## src/rtl/stream_join_sync.sv

```systemverilog
module stream_join_sync #(
  parameter int N_SRC = 3,
  parameter int N_DST = 2
) (
  input  logic             en,
  input  logic [N_SRC-1:0] src_valid,
  input  logic [N_SRC-1:0] src_gate,
  input  logic [N_SRC-1:0] src_bypass,
  output logic [N_SRC-1:0] src_ready,
  input  logic [N_DST-1:0] dst_ready,
  input  logic [N_DST-1:0] dst_gate,
  input  logic [N_DST-1:0] dst_bypass,
  output logic [N_DST-1:0] dst_valid,
  output logic             fire
);
  logic [N_SRC-1:0] src_ok;
  logic [N_DST-1:0] dst_ok;

  assign src_ok = src_bypass | (src_valid & src_gate);
  assign dst_ok = dst_bypass | (dst_ready & dst_gate);
  assign fire   = en & (&src_ok) & (&dst_ok);

  for (genvar gi = 0; gi < N_SRC; gi++) begin : g_src
    logic [N_SRC-1:0] peers;
    always_comb begin
      peers     = src_ok;
      peers[gi] = 1'b1;
    end
    assign src_ready[gi] = en & ~src_bypass[gi] & src_gate[gi] & (&peers) & (&dst_ok);
  end

  for (genvar gj = 0; gj < N_DST; gj++) begin : g_dst
    logic [N_DST-1:0] peers;
    always_comb begin
      peers     = dst_ok;
      peers[gj] = 1'b1;
    end
    assign dst_valid[gj] = en & ~dst_bypass[gj] & dst_gate[gj] & (&peers) & (&src_ok);
  end
endmodule

```

## config.mk

```make
export PLATFORM = sky130hd
export DESIGN_NAME = stream_join_sync
export DESIGN_NICKNAME = d
export VERILOG_FILES = /design/src/rtl/stream_join_sync.sv
export SDC_FILE = /design/constraint.sdc
export NUM_CORES = 1
export LEC_CHECK = 0
export CAP_MARGIN = 20
export CORE_AREA = 2 2 39 41
export DETAILED_ROUTE_END_ITERATION = 16
export DIE_AREA = 0 0 41 43
export PLACE_DENSITY = 0.42
export SLEW_MARGIN = 20
export SYNTH_ARGS = -nofsm -noshare
export SYNTH_HDL_FRONTEND = slang
export SYNTH_SLANG_ARGS = --single-unit
```

## constraint.sdc

```tcl
create_clock -name vclk -period 1.8
set_input_delay 0.18 -clock vclk [all_inputs]
set_output_delay 0.18 -clock vclk [all_outputs]
set_load 0.005 [all_outputs]
```

-- Yosys cells after proc, flatten, opt, wreduce, memory -nomap -nowiden
Index checks and enable logic that the tools add are counted.
- input bits: 16
- bits in registers: 0
- output and inout bits: 6
- reduce and logical (&&, ||, !) cells: 5
- bitwise logic cells: 31
- operators with widths (kind ; count):
    $and A1 B1 Y1 ; 22
    $reduce_and A2 Y1 ; 4
    $not A1 Y1 ; 5
    $and A3 B3 Y3 ; 1
    $or A3 B3 Y3 ; 1
    $reduce_and A3 Y1 ; 1
    $and A2 B2 Y2 ; 1
    $or A2 B2 Y2 ; 1

-- Logic depth before layout (Yosys ltp)
- depth in word-level cells: 5
- gate-level depth with buffers: 3

-- Worst setup path before layout
No wires, ideal clock.
- path kind: input-to-output
- start point: in dst_ready[0]
- end point: out dst_valid[1]
- arrival time: 721 ps
- stages on the path: 3
- data required time: 1620 ps
- path slack: 899 ps
- cell sequence: a21o_2 nand4_1 and4bb_2
- longest elaborated chain between the ends: 4
- ends and longest elaborated chain (what ; RTL line ; source):
    from (decl) ; 10 ; input logic [N_DST-1:0] dst_ready,
    $and A2 B2 Y2 ; 20 ; assign dst_ok = dst_bypass | (dst_ready & dst_gate);
    $or A2 B2 Y2 ; 20 ;
    $and A1 B1 Y1 (2 in a row) ; 38 ; assign dst_valid[gj] = en & ~dst_bypass[gj] & dst_gate[gj] & (&peers) & (&src_ok);
    to (decl) ; 13 ; output logic [N_DST-1:0] dst_valid,
Every way passes these cells.

-- Final worst setup path
- start point: in src_gate[1]
- end point: out dst_valid[1]
- longest elaborated chain between the ends: 4
- ends and longest elaborated chain (what ; RTL line ; source):
    from (decl) ; 7 ; input logic [N_SRC-1:0] src_gate,
    $and A3 B3 Y3 ; 19 ; assign src_ok = src_bypass | (src_valid & src_gate);
    $or A3 B3 Y3 ; 19 ;
    $reduce_and A3 Y1 ; 38 ;
    $and A1 B1 Y1 ; 38 ;
Every way passes these cells.

==> run_results.csv <==
group,metric,value,unit
final_layout,layout-drive-gt1-share,0.279,
critical_path,setup.worst_path.start_class,"input port",
final_layout,seq_area,0,um2
outcome,outcome,"completed",
global_routing,grt-ovfl-total,0,
logic_synthesis,synth.largest_area_cell,"and4bb_2",
power_and_ir_drop,p_total,76.2,uW
placed_design,io_buffer_count,22,
global_routing,gr-usage-all-layers,0.0819,
logic_synthesis,synthTopCellsByCount,"nand2_1 (3), a21o_1 (2), a21o_2 (2), and4bb_2 (2), nor2_1 (2)",
logic_synthesis,syn_avg_cell_area,8.76,um2
final_layout,stdcell_count,59,
floorplanning,coreArea,0.00138,mm2
sta,timing.final.crit_share,0.927,
power_and_ir_drop,pwr-share-clk,0,
power_and_ir_drop,ir_drop,46.8,uV
detailed_routing,drt_iter0_markers,0,
critical_path,crit_required,1.62,ns
global_routing,antenna_found_initial,0,
critical_path,endpoint_kind,"output port",
detailed_routing,wl_per_cell,12.6,um
power_and_ir_drop,p_sw,24.8,uW
logic_synthesis,yosysMostFrequentCell,"nand2_1",
sta,fmax,0.599,GHz
sta,maxSlewHeadroom,0.847,
logic_synthesis,syn_nets,33,
power_and_ir_drop,comb_power_share,1.000,
critical_path,path_max_fanout,3,
worst_hold_path,holdPathStages,4,
power_and_ir_drop,power.leakage,0.187,nW
run,cap_violations,0,
power_and_ir_drop,switching_share,0.326,
final_layout,nFlopsAndLatches,0,
power_and_ir_drop,p_per_area,182,mW/mm2
floorplanning,die_h,43,um
sta,grt_setup_unrepaired,"false",
placed_design,globalplace.congestion,0.576,
floorplanning,die_area,0.00176,mm2
detailed_routing,drc_errors,0,
sta,finalSetupViolCount,0,
sta,maxSlewViolCount,0,
power_and_ir_drop,seqPwrFrac,0,
critical_path,critPathKind,"input port to output port",
detailed_routing,avgViaCountPerCell,4.10,
final_layout,clock_buffers,0,
global_routing,grt_pass1_wl,1060,um
logic_synthesis,ys_warn_count,0,
placed_design,dpl.hpwl,643,um
logic_synthesis,yosysSeqAreaShare,0,
critical_path,critPathArrivalTime,1.49,ns
floorplanning,start_util,0.108,
global_routing,grt_pass1_vias,243,
final_layout,area_growth,181,%
floorplanning,pin_count,22,
floorplanning,die_x,41,um
logic_synthesis,synth_cell_types,11,
power_and_ir_drop,p_int,51.3,uW
logic_synthesis,netlist_area,149,um2
detailed_routing,finalWirelength,742,um
final_layout,multiInputGateArea,155,um2
sta,max_slew.worst_pin.slew,0.228,ns
final_layout,final_nets,61,
placed_design,dp.cells,59,
final_layout,antenna-diode-count,0,
detailed_routing,postRouteAntennaNets,0,
worst_hold_path,hold_path_class,"input port to output port",
logic_synthesis,syn_inst,17,
sta,final-hold-violation-count,0,
floorplanning,num_rows,14,
sta,period_needed,1.67,ns
logic_synthesis,synth_top_area_frac,0.168,
final_layout,nFillCells,155,
detailed_routing,routed-via-count,242,
logic_synthesis,synth.area.top_cells,"and4bb_2 (17%), nand4_4 (14%), a21o_2 (12%), nor4bb_2 (11%), a21o_1 (10%)",
detailed_routing,drtPass1Iterations,1,
global_routing,grt_max_degree,4,
[what timing repair did]
| item | in CTS | in global routing |
|---|---|---|
| setup endpoints to repair | 6 | 0 |
| hold buffers | 0 | 0 |
| gates resized for setup | 7 | 0 |
| setup buffers | 0 | 0 |
[worst paths after layout]
kind	startpoint	end
setup / recovery	src_gate[1]	dst_valid[1]
hold / removal	src_gate[0]	src_ready[0]
[critical path, stage by stage]
cell and delay (ns):
clkdlybuf4s50_1 0.49, a21o_1 0.16, nand4_1 0.11, and4bb_2 0.31, dlygate4sd2_1 0.23
[stage by stage]
| step | area, um2 | setup WS, ns | TNS, ns | hold slack, ns | util |
|---|---|---|---|---|---|
| after floorplan | 149 | 0.899 | 0 | 0.383 | - |
| after global placement | 419 | -0.167 | -0.778 | 1.35 | 0.303 |
| after detailed placement | 419 | -0.148 | -0.731 | 1.35 | 0.303 |
| after CTS | 418 | 0.125 | 0 | 1.17 | 0.302 |
| after global routing | 418 | 0.0577 | 0 | 1.21 | 0.302 |
| final | 418 | 0.131 | 0 | 1.17 | 0.302 |
[cells by family after synthesis]
| logic type | count (synthesis) | share of synthesized area |
|---|---|---|
| and+or+nand+nor | 12 | 0.681 |
| AOI/OAI and AO/OA | 5 | 0.319 |
[power groups by stage]
stage	logic (mW)	clock network (mW)	registers, mW
after detailed placement	0.0765	0	0
final	0.0762	0	0
after CTS	0.0768	0	0
after global placement	0.0772	0	0
after global routing	0.0817	0	0
after floorplan	0.0229	0	0
[metal layers]
metal / share of wire / vias to the layer above / GRT usage
met2: 0.34 / 22 / 0.122
met3: 0.20 / 0 / 0.0366
met1: 0.46 / 96 / 0.114
met5: 0 / - / 0
li1: - / 124 / -
met4: 0 / 0 / 0
[cell usage in the layout, fill, tap and decap left out, drive strengths merged]
cell | synthesis | layout
clkdlybuf4s50 | 0 | 16
dlygate4sd2 | 0 | 6
a21o | 5 | 5
buf | 0 | 4
nand2 | 3 | 3
nor2 | 2 | 2
and4bb | 2 | 2
nand4 | 2 | 2
nand3b | 1 | 1
nor4bb | 1 | 1
nor4 | 1 | 1
[area by class of cell]
type                       instances  share of cell area
multi-input combinational         17               0.371
timing repair buffer              26               0.581
tap                               16              0.0479
Power figures use the tool's default switching activity.
